File: src/rtl/pwm_tb_pkg.sv
package pwm_tb_pkg;
  typedef enum logic [1:0] {
    CM_UP   = 2'b00,
    CM_DOWN = 2'b01,
    CM_UPDN = 2'b10,
    CM_FRZ  = 2'b11
  } cnt_mode_e;
endpackage

File: src/rtl/pwm_tb_prescaler.sv
module pwm_tb_prescaler #(
  parameter int DIV_W   = 3,
  localparam int RATIO_W = (1 << DIV_W) - 1 + DIV_W + 1
) (
  input  logic             clk_i,
  input  logic             rst_ni,
  input  logic             en_i,
  input  logic [DIV_W-1:0] hsp_i,
  input  logic [DIV_W-1:0] ckd_i,
  output logic             tick_o
);
  logic [RATIO_W-1:0] ratio, hsp_fac, presc_q;
  logic               last;

  always_comb begin
    hsp_fac = (hsp_i == '0) ? RATIO_W'(1) : RATIO_W'({hsp_i, 1'b0});
    ratio   = hsp_fac << ckd_i;
    last    = presc_q >= (ratio - RATIO_W'(1));
    tick_o  = en_i && last;
  end

  always_ff @(posedge clk_i or negedge rst_ni) begin
    if (!rst_ni)   presc_q <= '0;
    else if (en_i) presc_q <= last ? '0 : presc_q + RATIO_W'(1);
  end


  presc_hold_chk: assert property (@(posedge clk_i) disable iff (!rst_ni)
    !en_i |=> $stable(presc_q));

  tick_gate_chk: assert property (@(posedge clk_i) disable iff (!rst_ni)
    tick_o |-> en_i);
endmodule

File: src/rtl/pwm_tb_period.sv
module pwm_tb_period #(
  parameter int CNT_W = 16
) (
  input  logic             clk_i,
  input  logic             rst_ni,
  input  logic             we_i,
  input  logic             imm_i,
  input  logic [CNT_W-1:0] wdata_i,
  input  logic             zero_evt_i,
  output logic [CNT_W-1:0] act_o
);
  logic [CNT_W-1:0] shd_q, act_q;

  always_ff @(posedge clk_i or negedge rst_ni) begin
    if (!rst_ni) begin
      shd_q <= '0;
      act_q <= '0;
    end else begin
      if (we_i) shd_q <= wdata_i;
      if (we_i && imm_i)   act_q <= wdata_i;
      else if (zero_evt_i) act_q <= shd_q;
    end
  end

  assign act_o = act_q;


  imm_load_chk: assert property (@(posedge clk_i) disable iff (!rst_ni)
    we_i && imm_i |=> act_q == $past(wdata_i));

  shd_hold_chk: assert property (@(posedge clk_i) disable iff (!rst_ni)
    !(we_i && imm_i) && !zero_evt_i |=> $stable(act_q));
endmodule

File: src/rtl/pwm_tb_counter.sv
module pwm_tb_counter
  import pwm_tb_pkg::*;
#(
  parameter int CNT_W = 16
) (
  input  logic             clk_i,
  input  logic             rst_ni,
  input  logic             tick_i,
  input  cnt_mode_e        mode_i,
  input  logic [CNT_W-1:0] prd_i,
  output logic [CNT_W-1:0] cnt_o,
  output logic             zero_o,
  output logic             prd_o
);
  logic [CNT_W-1:0] cnt_q, cnt_d;
  logic             down_q, down_d;
  logic             at_zero, at_prd;

  assign at_zero = cnt_q == '0;
  assign at_prd  = cnt_q == prd_i;

  always_comb begin
    cnt_d  = cnt_q;
    down_d = down_q;
    if (tick_i) begin
      unique case (mode_i)
        CM_UP:   cnt_d = (cnt_q >= prd_i) ? '0 : cnt_q + CNT_W'(1);
        CM_DOWN: cnt_d = at_zero ? prd_i : cnt_q - CNT_W'(1);
        CM_UPDN: begin
          if (!down_q) begin
            if (cnt_q >= prd_i) begin
              down_d = 1'b1;
              cnt_d  = at_zero ? '0 : cnt_q - CNT_W'(1);
            end else cnt_d = cnt_q + CNT_W'(1);
          end else begin
            if (at_zero) begin
              down_d = 1'b0;
              cnt_d  = (prd_i == '0) ? '0 : CNT_W'(1);
            end else cnt_d = cnt_q - CNT_W'(1);
          end
        end
        default: ;
      endcase
    end
  end

  always_ff @(posedge clk_i or negedge rst_ni) begin
    if (!rst_ni) begin
      cnt_q  <= '0;
      down_q <= 1'b0;
    end else begin
      cnt_q  <= cnt_d;
      down_q <= down_d;
    end
  end

  assign cnt_o  = cnt_q;
  assign zero_o = tick_i && at_zero && (mode_i != CM_FRZ);
  assign prd_o  = tick_i && at_prd  && (mode_i != CM_FRZ);


  up_step_chk: assert property (@(posedge clk_i) disable iff (!rst_ni)
    tick_i && mode_i == CM_UP && cnt_q < prd_i |=> cnt_q == $past(cnt_q) + CNT_W'(1));

  down_reload_chk: assert property (@(posedge clk_i) disable iff (!rst_ni)
    tick_i && mode_i == CM_DOWN && cnt_q == '0 |=> cnt_q == $past(prd_i));

  updn_turn_chk: assert property (@(posedge clk_i) disable iff (!rst_ni)
    tick_i && mode_i == CM_UPDN && cnt_q == '0 && prd_i != '0 |=> cnt_q == CNT_W'(1));

  frz_hold_chk: assert property (@(posedge clk_i) disable iff (!rst_ni)
    mode_i == CM_FRZ |=> $stable(cnt_q) && $stable(down_q));

  zero_leave_chk: assert property (@(posedge clk_i) disable iff (!rst_ni)
    zero_o && mode_i == CM_UP && prd_i != '0 |=> cnt_q == CNT_W'(1));
endmodule

File: src/rtl/pwm_timebase.sv
module pwm_timebase
  import pwm_tb_pkg::*;
#(
  parameter int CNT_W = 16,
  parameter int DIV_W = 3
) (
  input  logic             clk_i,
  input  logic             rst_ni,
  input  logic             tick_en_i,
  input  logic             ctrl_we_i,
  input  logic [1:0]       ctrl_mode_i,
  input  logic             ctrl_prd_imm_i,
  input  logic [DIV_W-1:0] ctrl_hsp_i,
  input  logic [DIV_W-1:0] ctrl_ckd_i,
  input  logic             prd_we_i,
  input  logic [CNT_W-1:0] prd_wdata_i,
  output logic [CNT_W-1:0] cnt_o,
  output logic [CNT_W-1:0] act_prd_o,
  output logic             zero_o,
  output logic             prd_match_o
);
  cnt_mode_e        mode_q;
  logic             imm_q;
  logic [DIV_W-1:0] hsp_q, ckd_q;
  logic             tick;

  always_ff @(posedge clk_i or negedge rst_ni) begin
    if (!rst_ni) begin
      mode_q <= CM_UP;
      imm_q  <= 1'b0;
      hsp_q  <= '0;
      ckd_q  <= '0;
    end else if (ctrl_we_i) begin
      mode_q <= cnt_mode_e'(ctrl_mode_i);
      imm_q  <= ctrl_prd_imm_i;
      hsp_q  <= ctrl_hsp_i;
      ckd_q  <= ctrl_ckd_i;
    end
  end

  pwm_tb_prescaler #(.DIV_W(DIV_W)) u_presc (
    .clk_i, .rst_ni, .en_i(tick_en_i), .hsp_i(hsp_q), .ckd_i(ckd_q), .tick_o(tick)
  );

  pwm_tb_period #(.CNT_W(CNT_W)) u_prd (
    .clk_i, .rst_ni, .we_i(prd_we_i), .imm_i(imm_q), .wdata_i(prd_wdata_i),
    .zero_evt_i(zero_o), .act_o(act_prd_o)
  );

  pwm_tb_counter #(.CNT_W(CNT_W)) u_cnt (
    .clk_i, .rst_ni, .tick_i(tick), .mode_i(mode_q), .prd_i(act_prd_o),
    .cnt_o, .zero_o, .prd_o(prd_match_o)
  );


  no_evt_idle_chk: assert property (@(posedge clk_i) disable iff (!rst_ni)
    !tick_en_i |-> !zero_o && !prd_match_o);
endmodule

File: config.mk
export PLATFORM = sky130hd
export DESIGN_NAME = pwm_timebase
export DESIGN_NICKNAME = d
export VERILOG_FILES = /design/src/rtl/pwm_tb_pkg.sv /design/src/rtl/pwm_tb_prescaler.sv /design/src/rtl/pwm_tb_period.sv /design/src/rtl/pwm_tb_counter.sv /design/src/rtl/pwm_timebase.sv
export SDC_FILE = /design/constraint.sdc
export NUM_CORES = 1
export LEC_CHECK = 0
export BUFFER_PORTS_ARGS = -buffer_cell sky130_fd_sc_hd__buf_4
export CORE_MARGIN = 2
export CORE_UTILIZATION = 44
export CTS_CLUSTER_SIZE = 25
export DETAILED_ROUTE_END_ITERATION = 7
export MAX_ROUTING_LAYER = met4
export PLACE_DENSITY = 0.64
export RECOVER_POWER = 50
export SYNTH_ARGS = -nofsm -noshare
export SYNTH_HDL_FRONTEND = slang
export SYNTH_SLANG_ARGS = --single-unit
File: constraint.sdc
create_clock -name clk_i -period 8.89 [get_ports clk_i]
set_input_delay 0.889 -clock clk_i [delete_from_list [all_inputs] [get_ports clk_i]]
set_output_delay 0.889 -clock clk_i [all_outputs]
set_load 0.02 [all_outputs]
==> impl_metrics.yaml <==
synth:
  yosys.area.top_type_share_pct: 31.61
  yosys-top-cells-area: "dfrtp_1, ha_1, nand2_1"
  syn-num-nets: 737
  synth_simple_gate_area_share_pct: 23.11
  synth-compound-area-share_pct: 21.44
  yosys_warnings: 0
  synth_fa_ha_area_share_pct: 7.787
  async_reset_ff_share_pct: 100.0
  synth_xor_area_share_pct: 4.329
  syn-cell-area_um2: 5463
  synth_cell_types: 71
  netlist_instances: 673
  ys_seq_area_share_pct: 31.61
  ys_ff_latch: 69
  synth_top_family_by_area: "simple AND/OR/NAND/NOR gates"
  synth_mux_area_share_pct: 5.222
  synth_edf_count: 0
  synth_flop_cell: "dfrtp_1"
  syn_avg_cell_area_um2: 8.117
  yosys.area.top_type: "dfrtp_1"
sta:
  rsz0062_at_grt: "false"
  max_freq_mhz: 187.2
  fin_crit_ns: 5.343
  relSlewSlack_pct: -153.5
  timing.final.crit_share_pct: 60.10
  finalSetupTns_ns: 0
  setup_viol: 0
  finalHoldViolCount: 0
  finalWorstSetupSlack_ns: 3.547
  finClkSkew_ns: 0.007373
  hold_ws_ns: 0.5032
  worst_pin_slew_ns: 3.802
  slew_violations: 70
critical_path:
  worstPathCellList: "nor4_1 > nand2_1 > ha_1 > nand3_1 > nand3b_1 > xor2_1 > ha_1 > a21o_1 > a211o_1 > o21ai_0 > a21o_1 > nor4_1 > buf_4"
  arrival_ns: 4.45
  required_ns: 8.00
  end_kind: "output pin"
  cp_slowest_cell: "a21o_1"
  crit_type: "reg2out"
  crit_path_start_kind: "flop"
  crit_fanout: 19
  r2r_start: "hsp_q[0]$_DFFE_PN0P_"
  cpPeakStageDelay_ns: 0.67
  crit_start: "hsp_q[0]$_DFFE_PN0P_"
placed_design:
  placed_cells: 857
  dp_slack_ns: 3.958
  portBuffers: 63
  hpwl_um: 10680
  place_congestion: 0.9471
cts:
  cts_resized: 0
  clk_pin_slew_worst_paths_ns: 0.06
  cts_tree: "done"
  insertion_delay_ns: 0.34
  cts_sinks: 69
  hold_buffers: 0
  postCtsSetupRepairBufs: 0
  cts_made_buffers: 9
  clockBufferDepth: 2
  h-tree-depth: 3
  cts_root_buf: "clkbuf_16"
floorplanning:
  dieWidth_um: 115.4
  row_count: 40
  start_util_pct: 45.29
  die-area_um2: 13320
  io_pins: 64
  core_um2: 12060
  die_y_um: 115.4
worst_hold_path:
  holdCritStartpoint: "u_prd.shd_q[9]$_DFFE_PN0P_"
  hold_class: "reg2reg"
run_status:
  outcome: "complete, but fails checks"
  violations: "capacitance limit, slew limit"
drt:
  drc: 0
  wirelength_um: 15490
  ant_nets: 0
  drt_iter0_markers: 560
  first_pass_iters: 5
  route.vias.total: 5258
  wl_per_cell_um: 17.74
  via_per_inst: 6.023
cells_and_area:
  area_delta_synth_final_pct: 13.35
  fin_nets: 764
  drive_above_1_share_pct: 15.89
  final_cells: 873
  utilization_pct: 51.34
  antenna_cells: 0
power:
  peakVddDrop_mv: 0.1059
  leakagePower_nw: 2.804
  p_per_area_nw_per_um2: 220.3
global_routing:
  track_usage_pct: 24.72
  grt_pass1_vias: 4826
  grt_pass1_wl_um: 24910
  grt_max_degree: 70
  antenna_found_initial: 0
  gr-total-overflow: 0
run:
  drv_cap: 1
## worst paths after layout
| check | to | slack [ns] | cells past startpoint |
|---|---|---|---|
| worst max-delay path | prd_match_o | 3.55 | 13 |
| worst min-delay path | u_prd.shd_q[9]$_DFFE_PN0P_ | 0.50 | 1 |
| worst max register to register | u_cnt.cnt_o[4]$_DFFE_PN0P_ | 4.48 | 14 |
| worst min register to register | u_prd.shd_q[9]$_DFFE_PN0P_ | 0.50 | 1 |
| max in group asynchronous | u_prd.act_o[11]$_DFFE_PN0P_ | 4.89 | 1 |
| min in group asynchronous | hsp_q[1]$_DFFE_PN0P_ | 1.86 | 1 |
## cell usage after synthesis, drive strengths merged (9+ instances only)
cell type / number
a21o: 9
a21oi: 32
a31oi: 22
and3: 12
buf: 17
clkbuf: 31
dfrtp: 69
ha: 34
inv: 30
mux2: 20
nand2: 98
nand3: 20
nand4: 10
nor2: 59
nor3: 17
nor4: 11
o211ai: 9
o21ai: 57
xnor2: 15
xor2: 12
## final cells by class
type	count	area, µm²
Clock inverter	6	63.81
Timing Repair Buffer	64	469.2
Inverter	30	112.6
Fill cell	1136	5869
Tap cell	168	210.2
Sequential cell	69	1727
Multi-Input combinational cell	526	3381
Clock buffer	10	229.0
## cells by family (layout without fill, tap and decap cells)
family,Yosys count,count (layout)
compound gates,183,183
simple gates,256,256
buf+inv,78,110
flops,69,69
mux,26,26
xor+xnor,27,27
fa+ha+maj,34,34
## per-layer routing
layer / routed length (µm) / part of all wire, % / global-route usage [%] / vias to the layer above
li1: - / - / - / 2488
met1: 7236 / 47 / 35.53 / 2511
met2: 6778 / 44 / 35.28 / 238
met3: 1257 / 8.1 / 4.759 / 21
met4: 216 / 1.4 / 7.390 / 0
met5: 0 / 0 / - / -
## registers in the layout, indices dropped and copies added (netlist names)
signal / cells
hsp_q: 3
u_presc.presc_q: 11
u_prd.act_o: 16
u_cnt.cnt_o: 16
mode_q: 2
u_cnt.down_q: 1
imm_q: 1
ckd_q: 3
u_prd.shd_q: 16
## placed cells by master (no fill, tap or decap), drive strengths merged, types with 6 or more instances in the layout
cell type,netlist,layout
nand3,20,20
clkbuf,31,13
xnor2,15,15
or3,6,6
o211ai,9,9
mux2,20,20
a21oi,32,32
inv,30,30
o21ai,57,57
a31oi,22,22
a21o,9,9
nor3,17,17
o31ai,7,7
nand2,98,98
buf,17,61
nor2,59,59
dfrtp,69,69
ha,34,34
nand4,10,10
xor2,12,12
mux2i,6,6
o22ai,6,6
nor4,11,11
and3,12,12
nand2b,7,7
## worst max-delay path, delay by kind of cell (launching register included)
family	cells	cell delay, ns
buf+inv	1	0.20
compound gates	4	1.48
fa+ha+maj	2	0.50
simple gates	5	1.20
xor+xnor	1	0.19
flops	1	0.55
## metrics by stage
step	area, µm²	total power, mW
6_report	6192	1.364
5_1_grt	6192	1.456
4_1_cts	6203	1.367
3_5_place_dp	5911	1.003
3_3_place_gp	5911	0.9852
2_1_floorplan	5463	0.8412
## power by group
| group | switching [mW] | total [mW] | internal [mW] |
|---|---|---|---|
| registers | 0.119 | 0.486 | 0.366 |
| logic | 0.296 | 0.519 | 0.223 |
| clock network | 0.143 | 0.359 | 0.217 |
No activity file was read; power rests on OpenSTA's default activity.
